$ cat config.mk
export PLATFORM = sky130hd
export DESIGN_NAME = video_std_detect
export DESIGN_NICKNAME = d
export VERILOG_FILES = /design/src/rtl/vsd_pkg.sv /design/src/rtl/vsd_datapath.sv /design/src/rtl/vsd_control.sv /design/src/rtl/video_std_detect.sv
export SDC_FILE = /design/constraint.sdc
export NUM_CORES = 1
export LEC_CHECK = 0
export BUFFER_PORTS_ARGS = -buffer_cell sky130_fd_sc_hd__buf_4
export CELL_PAD_IN_SITES_DETAIL_PLACEMENT = 0
export CELL_PAD_IN_SITES_GLOBAL_PLACEMENT = 1
export CORE_UTILIZATION = 40
export DETAILED_ROUTE_END_ITERATION = 7
export HOLD_SLACK_MARGIN = 0.15
export PLACE_DENSITY_LB_ADDON = 0.25
export SYNTH_ARGS = -nofsm -noshare
export SYNTH_HDL_FRONTEND = slang
export SYNTH_HIERARCHICAL = 1
export SYNTH_SLANG_ARGS = --single-unit
$ cat constraint.sdc
create_clock -name clk -period 2.85 [get_ports clk]
set_input_delay 0.1425 -clock clk [delete_from_list [all_inputs] [get_ports clk]]
set_output_delay 0.1425 -clock clk [all_outputs]
set_load 0.02 [all_outputs]
$ cat src/rtl/vsd_pkg.sv
package vsd_pkg;
  localparam int DATA_W    = 10;
  localparam int FIELD_BIT = 8;
  localparam int HBIT      = 6;

  localparam int CODE_PAL       = 2;
  localparam int CODE_COMPOSITE = 1;
  localparam int CODE_FAST      = 0;

  // strobes and observations from datapath to control
  typedef struct packed {
    logic lineStb;
    logic frameStb;
    logic isComposite;
    logic isFast;
    logic linesOk;
    logic isPal;
  } obs_t;
endpackage

$ cat src/rtl/vsd_datapath.sv
module vsd_datapath
  import vsd_pkg::*;
#(
  parameter int RATE_THRESH = 2000,
  parameter int NTSC_LINES  = 525,
  parameter int PAL_LINES   = 625
) (
  input  logic              clk,
  input  logic              rstN,
  input  logic [DATA_W-1:0] dataIn,
  output obs_t              obs
);
  localparam int MAX_LINES = (PAL_LINES > NTSC_LINES) ? PAL_LINES : NTSC_LINES;
  localparam int WCNT_W    = $clog2(RATE_THRESH + 1) + 1;
  localparam int LCNT_W    = $clog2(MAX_LINES + 2) + 1;
  localparam logic [WCNT_W-1:0] WCNT_MAX = '1;
  localparam logic [LCNT_W-1:0] LCNT_MAX = '1;
  localparam logic [DATA_W-1:0] ONES     = '1;
  localparam int HIST_D = 3;

  logic [DATA_W-1:0] hist [HIST_D];
  logic              idNext;
  logic [WCNT_W-1:0] wordCnt;
  logic [LCNT_W-1:0] lineCnt;
  logic              havePrevLine, havePrevField, prevField, haveFrame;

  logic trsHead, compEvt, lineEvt, evtField, frameStart;

  always_comb begin
    trsHead    = (hist[2] == ONES) && (hist[1] == '0) && (hist[0] == '0);
    compEvt    = trsHead && dataIn[DATA_W-1] && (dataIn != ONES) && dataIn[HBIT];
    lineEvt    = compEvt || idNext;
    evtField   = dataIn[FIELD_BIT];
    frameStart = havePrevField && prevField && !evtField;
  end

  always_ff @(posedge clk) begin
    if (!rstN) begin
      for (int i = 0; i < HIST_D; i++) hist[i] <= '0;
      idNext        <= 1'b0;
      wordCnt       <= '0;
      lineCnt       <= '0;
      havePrevLine  <= 1'b0;
      havePrevField <= 1'b0;
      prevField     <= 1'b0;
      haveFrame     <= 1'b0;
      obs           <= '0;
    end else begin
      hist[0] <= dataIn;
      for (int i = 1; i < HIST_D; i++) hist[i] <= hist[i-1];
      idNext <= trsHead && (dataIn == '0);
      wordCnt <= lineEvt ? WCNT_W'(1) : ((wordCnt == WCNT_MAX) ? WCNT_MAX : wordCnt + 1'b1);
      obs <= '0;
      if (lineEvt) begin
        havePrevLine      <= 1'b1;
        havePrevField     <= 1'b1;
        prevField         <= evtField;
        obs.lineStb       <= havePrevLine;
        obs.isComposite   <= idNext;
        obs.isFast        <= !idNext && (wordCnt >= WCNT_W'(RATE_THRESH));
        if (frameStart) begin
          haveFrame    <= 1'b1;
          lineCnt      <= LCNT_W'(1);
          obs.frameStb <= haveFrame;
          obs.linesOk  <= (lineCnt == LCNT_W'(NTSC_LINES)) || (lineCnt == LCNT_W'(PAL_LINES));
          obs.isPal    <= (lineCnt == LCNT_W'(PAL_LINES));
        end else begin
          lineCnt <= (lineCnt == LCNT_MAX) ? LCNT_MAX : lineCnt + 1'b1;
        end
      end
    end
  end

  // a line strobe only follows a header of zero words
  p_strobe_after_trs_r2: assert property (@(posedge clk) disable iff (!rstN)
    obs.lineStb |-> (hist[1] == '0) && (hist[2] == '0));

  // a frame strobe never comes without a line strobe
  p_frame_on_line_r5: assert property (@(posedge clk) disable iff (!rstN)
    obs.frameStb |-> obs.lineStb);
endmodule

$ cat src/rtl/vsd_control.sv
module vsd_control
  import vsd_pkg::*;
#(
  parameter int LINE_PERSIST  = 8,
  parameter int FRAME_PERSIST = 4
) (
  input  logic       clk,
  input  logic       rstN,
  input  obs_t       obs,
  output logic [1:0] repLine,
  output logic       repPal,
  output logic       locked
);
  localparam int LRUN_W = $clog2(LINE_PERSIST + 1);
  localparam int FRUN_W = $clog2(FRAME_PERSIST + 1);

  logic [1:0]        candLine;
  logic [LRUN_W-1:0] lineRun;
  logic              lineLocked;
  logic              candPal;
  logic [FRUN_W-1:0] frameRun;
  logic              frameLocked;
  logic [1:0]        lineObs;

  always_comb lineObs = {obs.isComposite, obs.isFast};

  always_ff @(posedge clk) begin
    if (!rstN) begin
      repLine <= '0; candLine <= '0; lineRun <= '0; lineLocked <= 1'b0;
      repPal <= 1'b0; candPal <= 1'b0; frameRun <= '0; frameLocked <= 1'b0;
    end else begin
      if (obs.lineStb) begin
        if (lineLocked && lineObs == repLine) begin
          lineRun <= '0;
        end else if (lineRun != '0 && lineObs == candLine) begin
          if (lineRun == LRUN_W'(LINE_PERSIST - 1)) begin
            repLine    <= lineObs;
            lineLocked <= 1'b1;
            lineRun    <= '0;
          end else begin
            lineRun <= lineRun + 1'b1;
          end
        end else begin
          candLine <= lineObs;
          lineRun  <= LRUN_W'(1);
        end
      end
      if (obs.frameStb) begin
        if (!obs.linesOk) begin
          frameRun <= '0;
        end else if (frameLocked && obs.isPal == repPal) begin
          frameRun <= '0;
        end else if (frameRun != '0 && obs.isPal == candPal) begin
          if (frameRun == FRUN_W'(FRAME_PERSIST - 1)) begin
            repPal      <= obs.isPal;
            frameLocked <= 1'b1;
            frameRun    <= '0;
          end else begin
            frameRun <= frameRun + 1'b1;
          end
        end else begin
          candPal  <= obs.isPal;
          frameRun <= FRUN_W'(1);
        end
      end
    end
  end

  always_comb locked = lineLocked && frameLocked;

  p_line_run_bound_r6: assert property (@(posedge clk) disable iff (!rstN)
    lineRun < LRUN_W'(LINE_PERSIST));

  p_line_change_strobe_r6: assert property (@(posedge clk) disable iff (!rstN)
    !$stable(repLine) |-> $past(obs.lineStb));

  p_frame_change_strobe_r7: assert property (@(posedge clk) disable iff (!rstN)
    !$stable(repPal) |-> $past(obs.frameStb && obs.linesOk));

  p_lock_sticky_r8: assert property (@(posedge clk) disable iff (!rstN)
    $past(locked) |-> locked);
endmodule

$ cat src/rtl/video_std_detect.sv
module video_std_detect #(
  parameter int RATE_THRESH   = 2000,
  parameter int NTSC_LINES    = 525,
  parameter int PAL_LINES     = 625,
  parameter int LINE_PERSIST  = 8,
  parameter int FRAME_PERSIST = 4
) (
  input  logic                       clk,
  input  logic                       rstN,
  input  logic [vsd_pkg::DATA_W-1:0] dataIn,
  input  logic                       ovrEn,
  input  logic [2:0]                 ovrStd,
  output logic [2:0]                 stdCode,
  output logic                       stdValid
);
  vsd_pkg::obs_t obs;
  logic [1:0]    repLine;
  logic          repPal;
  logic          locked;

  vsd_datapath #(
    .RATE_THRESH(RATE_THRESH),
    .NTSC_LINES (NTSC_LINES),
    .PAL_LINES  (PAL_LINES)
  ) u_dp (
    .clk   (clk),
    .rstN  (rstN),
    .dataIn(dataIn),
    .obs   (obs)
  );

  vsd_control #(
    .LINE_PERSIST (LINE_PERSIST),
    .FRAME_PERSIST(FRAME_PERSIST)
  ) u_ctl (
    .clk    (clk),
    .rstN   (rstN),
    .obs    (obs),
    .repLine(repLine),
    .repPal (repPal),
    .locked (locked)
  );

  always_comb begin
    stdCode  = ovrEn ? ovrStd : {repPal, repLine};
    stdValid = ovrEn || locked;
  end

  p_composite_slow_r10: assert property (@(posedge clk) disable iff (!rstN)
    (!ovrEn && stdCode[vsd_pkg::CODE_COMPOSITE]) |-> !stdCode[vsd_pkg::CODE_FAST]);
endmodule

==> insert_results.sql <==
INSERT INTO impl_metrics (metric_group, metric, value, unit) VALUES
('status', 'run_status', 'finished, final reports clean', ''),
('hold_path', 'hold-path-endpoint', 'u_ctl/lineLocked$_SDFFE_PN0P_', ''),
('synthesis', 'synth-compound-area-share', '13.5', '%'),
('setup_path', 'worst-path-max-fanout', '8', ''),
('synthesis', 'synthDistinctLibCells', '59', ''),
('clocking', 'cts-hold-fix-buffers', '10', ''),
('drt', 'finalWirelength', '6120', 'um'),
('flow_run', 'max_cap_viol_count', '0', ''),
('clocking', 'cts.reportedPaths.clkPinSlew', '0.09', 'ns'),
('setup_path', 'r2r_cells', '6', ''),
('setup_path', 'worstReg2RegEnd', 'u_dp/lineCnt[8]$_SDFFE_PN0P_', ''),
('setup_path', 'reg2reg_from', 'u_dp/hist[0][11]$_SDFF_PN0_', ''),
('drt', 'wire_per_inst', '12.7', 'um'),
('sta', 'final.setup.worst_slack', '0.558', 'ns'),
('sta', 'max_freq', '436', 'MHz'),
('global_route', 'globalRouteOverflowTotal', '0', ''),
('sta', 'skew', '0.0101', 'ns'),
('power_and_ir_drop', 'power.static_leakage', '1.39', 'nW'),
('global_route', 'grt_first_pass_wirelength', '10400', 'um'),
('setup_path', 'critPathMaxStageDelay', '0.51', 'ns'),
('placed_design', 'detailedPlacementHpwl', '4140', 'um'),
('drt', 'drt_iter0_markers', '81', ''),
('power_and_ir_drop', 'ir_drop', '0.269', 'mV'),
('global_route', 'grtUsageTotal', '15.5', '%'),
('die', 'floorplan_core_area', '7850', 'um2'),
('setup_path', 'timing.critical_path.depth', '6', ''),
('synthesis', 'synthesis.area', '3300', 'um2'),
('setup_path', 'startpoint_to_endpoint_class_of_the_critical_path', 'flip-flop to flip-flop', ''),
('sta', 'summed_negative_setup_slack_over_all_endpoints', '0', 'ns'),
('setup_path', 'worstPathArrival', '2.56', 'ns'),
('cells_and_area', 'final_core_utilization', '48.7', '%'),
('hold_path', 'hold-path-cell-count', '2', ''),
('synthesis', 'synthArstFlopShare', '0', '%'),
('global_route', 'grt_max_degree', '49', ''),
('clocking', 'cts_repair_resize_count', '0', ''),
('synthesis', 'ys.warnings.count', '6', ''),
('synthesis', 'synth-simple-area-share', '26.9', '%'),
('power_and_ir_drop', 'total_power', '1.96', 'mW'),
('clocking', 'clock_latency', '0.35', 'ns'),
('sta', 'finalCriticalPeriod', '2.29', 'ns'),
('die', 'floorplan.die.height', '92.8', 'um'),
('placed_design', 'instance_area_after_placement', '3540', 'um2'),
('synthesis', 'synth.yosys.seq_area_share', '47.3', '%'),
('die', 'num_rows', '32', ''),
('clocking', 'clock_tree.buffer_depth', '2', ''),
('cells_and_area', 'final_cell_area', '3820', 'um2'),
('hold_path', 'worst_hold_path_type', 'input port to flip-flop', ''),
('die', 'die-width', '92.8', 'um'),
('die', 'initial_core_util', '42.1', '%'),
('drt', 'detail_route.drc_violations', '0', ''),
('drt', 'routed-via-count', '2515', ''),
('clocking', 'cts.repair_timing.setup_buffer_count', '0', ''),
('global_route', 'antenna_violations_before_repair', '0', ''),
('clocking', 'cts_root_buffer', 'clkbuf_8', ''),
('setup_path', 'setup.worst_path.end_class', 'flip-flop', ''),
('sta', 'worst_pin_slew', '0.582', 'ns'),
('sta', 'setup_repair_after_global_routing_missed_its_margin', 'no', ''),
('sta', 'final-hold-violation-count', '0', ''),
('clocking', 'cts.sinks', '78', ''),
('placed_design', 'port_buffers', '19', ''),
('sta', 'worst_slew_margin_rel', '61.1', '%'),
('clocking', 'htreeDepth', '3', ''),
('power_and_ir_drop', 'power.density_cell_area', '513', 'nW/um2'),
('sta', 'setup_viol_count_final', '0', ''),
('placed_design', 'dpl.cell_count', '457', ''),
('sta', 'drv_slew', '0', ''),
('drt', 'drt-pass1-iter-count', '5', ''),
('synthesis', 'mapped_nets', '369', ''),
('setup_path', 'critPathLaunchType', 'flip-flop', ''),
('drt', 'via_per_inst', '5.21', ''),
('drt', 'antenna_left', '0', '');
==> layout by cell type, fill, tap and decap left out, drive strengths merged, types with 3 or more instances in the layout <==
master / netlist / final
xnor2: 8 / 8
nand4: 16 / 16
and4: 4 / 4
clkbuf: 8 / 9
dfxtp: 78 / 78
mux2i: 7 / 7
inv: 14 / 17
nor2: 16 / 16
nor3: 10 / 10
nor4: 8 / 8
and3: 9 / 9
and2: 35 / 35
o21a: 3 / 3
nand2: 23 / 23
nand3: 17 / 17
o21ai: 7 / 7
ha: 8 / 8
a21oi: 25 / 25
a31oi: 8 / 8
xor2: 3 / 3
mux2: 3 / 3
buf: 4 / 22
dlygate4sd3: 0 / 10
==> per-layer routing <==
metal	vias to the layer above	wire length (um)	global-route usage [%]	part of all wire [%]
li1	1299	-	-	-
met5	-	0	0	0
met2	52	3020	27.2	49
met3	5	241	4.02	3.9
met1	1159	2790	17.6	46
met4	0	63	6.54	1.0
==> final cells by class <==
type	count	area, um2	area share (%)
Multi-Input combinational cell	241	1630	42.7
Sequential cell	78	1560	40.9
Timing Repair Buffer	32	265	6.94
Tap cell	102	128	3.34
Clock buffer	9	124	3.24
Clock inverter	7	57.6	1.51
Inverter	14	52.6	1.38
==> registers in the layout (all words and copies together), names as in the netlist, 2 cells and up <==
| signal | flops |
|---|---|
| u_ctl/lineRun | 4 |
| u_dp/obs | 6 |
| u_dp/wordCnt | 12 |
| u_dp/lineCnt | 11 |
| u_ctl/repLine | 2 |
| u_ctl/frameRun | 3 |
| u_dp/hist | 30 |
| u_ctl/candLine | 2 |
==> report_power, final <==
part | leakage, nW | internal, mW | switching [mW]
logic | 0.668 | 0.0477 | 0.0442
registers | 0.634 | 1.11 | 0.00960
clock network | 0.0881 | 0.328 | 0.421
==> worst max-delay path by stage <==
stage | endpoint | slack [ns] | from
2_1_floorplan | u_dp/obs[1]$_SDFF_PN0_ | 0.79 | u_dp/hist[0][11]$_SDFF_PN0_
3_3_place_gp | u_dp/lineCnt[8]$_SDFFE_PN0P_ | 0.62 | u_dp/hist[0][11]$_SDFF_PN0_
3_5_place_dp | u_dp/lineCnt[8]$_SDFFE_PN0P_ | 0.57 | u_dp/hist[0][11]$_SDFF_PN0_
4_1_cts | u_dp/lineCnt[8]$_SDFFE_PN0P_ | 0.55 | u_dp/hist[0][11]$_SDFF_PN0_
5_1_grt | u_dp/lineCnt[8]$_SDFFE_PN0P_ | 0.41 | u_dp/hist[0][11]$_SDFF_PN0_
6_report | u_dp/lineCnt[8]$_SDFFE_PN0P_ | 0.56 | u_dp/hist[0][11]$_SDFF_PN0_
==> cells in the mapped netlist, types with 2 or more instances <==
| library cell | n | area [um2] |
|---|---|---|
| clkbuf_1 | 8 | 30.0 |
| nand4_1 | 16 | 100 |
| mux2i_1 | 7 | 70.1 |
| and2_1 | 35 | 219 |
| a31o_2 | 2 | 17.5 |
| o21a_1 | 3 | 22.5 |
| ha_1 | 8 | 100 |
| xnor2_1 | 8 | 70.1 |
| o21ai_0 | 5 | 25.0 |
| a21oi_1 | 24 | 120 |
| buf_2 | 2 | 10.0 |
| nand3_1 | 16 | 80.1 |
| nor4_1 | 7 | 43.8 |
| a21o_1 | 2 | 15.0 |
| mux2_2 | 3 | 33.8 |
| and4_1 | 4 | 35.0 |
| nand2_1 | 21 | 78.8 |
| and3_1 | 9 | 56.3 |
| nor3_1 | 7 | 35.0 |
| xor2_1 | 3 | 26.3 |
| inv_1 | 14 | 52.6 |
| nor3_2 | 3 | 30.0 |
| dfxtp_1 | 78 | 1560 |
| a41oi_1 | 2 | 17.5 |
| a211oi_1 | 2 | 15.0 |
| a31oi_1 | 7 | 43.8 |
| o21ai_1 | 2 | 10.0 |
| nor2_1 | 15 | 56.3 |
| o22ai_1 | 2 | 12.5 |
==> cell families (layout without fill, tap and decap cells) <==
| kind of cell | Yosys count | count (layout) |
|---|---|---|
| and+or+nand+nor | 150 | 150 |
| DFF | 78 | 78 |
| AOI/OAI and AO/OA | 62 | 62 |
| buffers and inverters | 26 | 62 |
| xor gates and xnor gates | 11 | 11 |
| muxes | 10 | 10 |
| adders and majority gates | 8 | 8 |
Note: power is estimated with default switching activity, not from simulation.
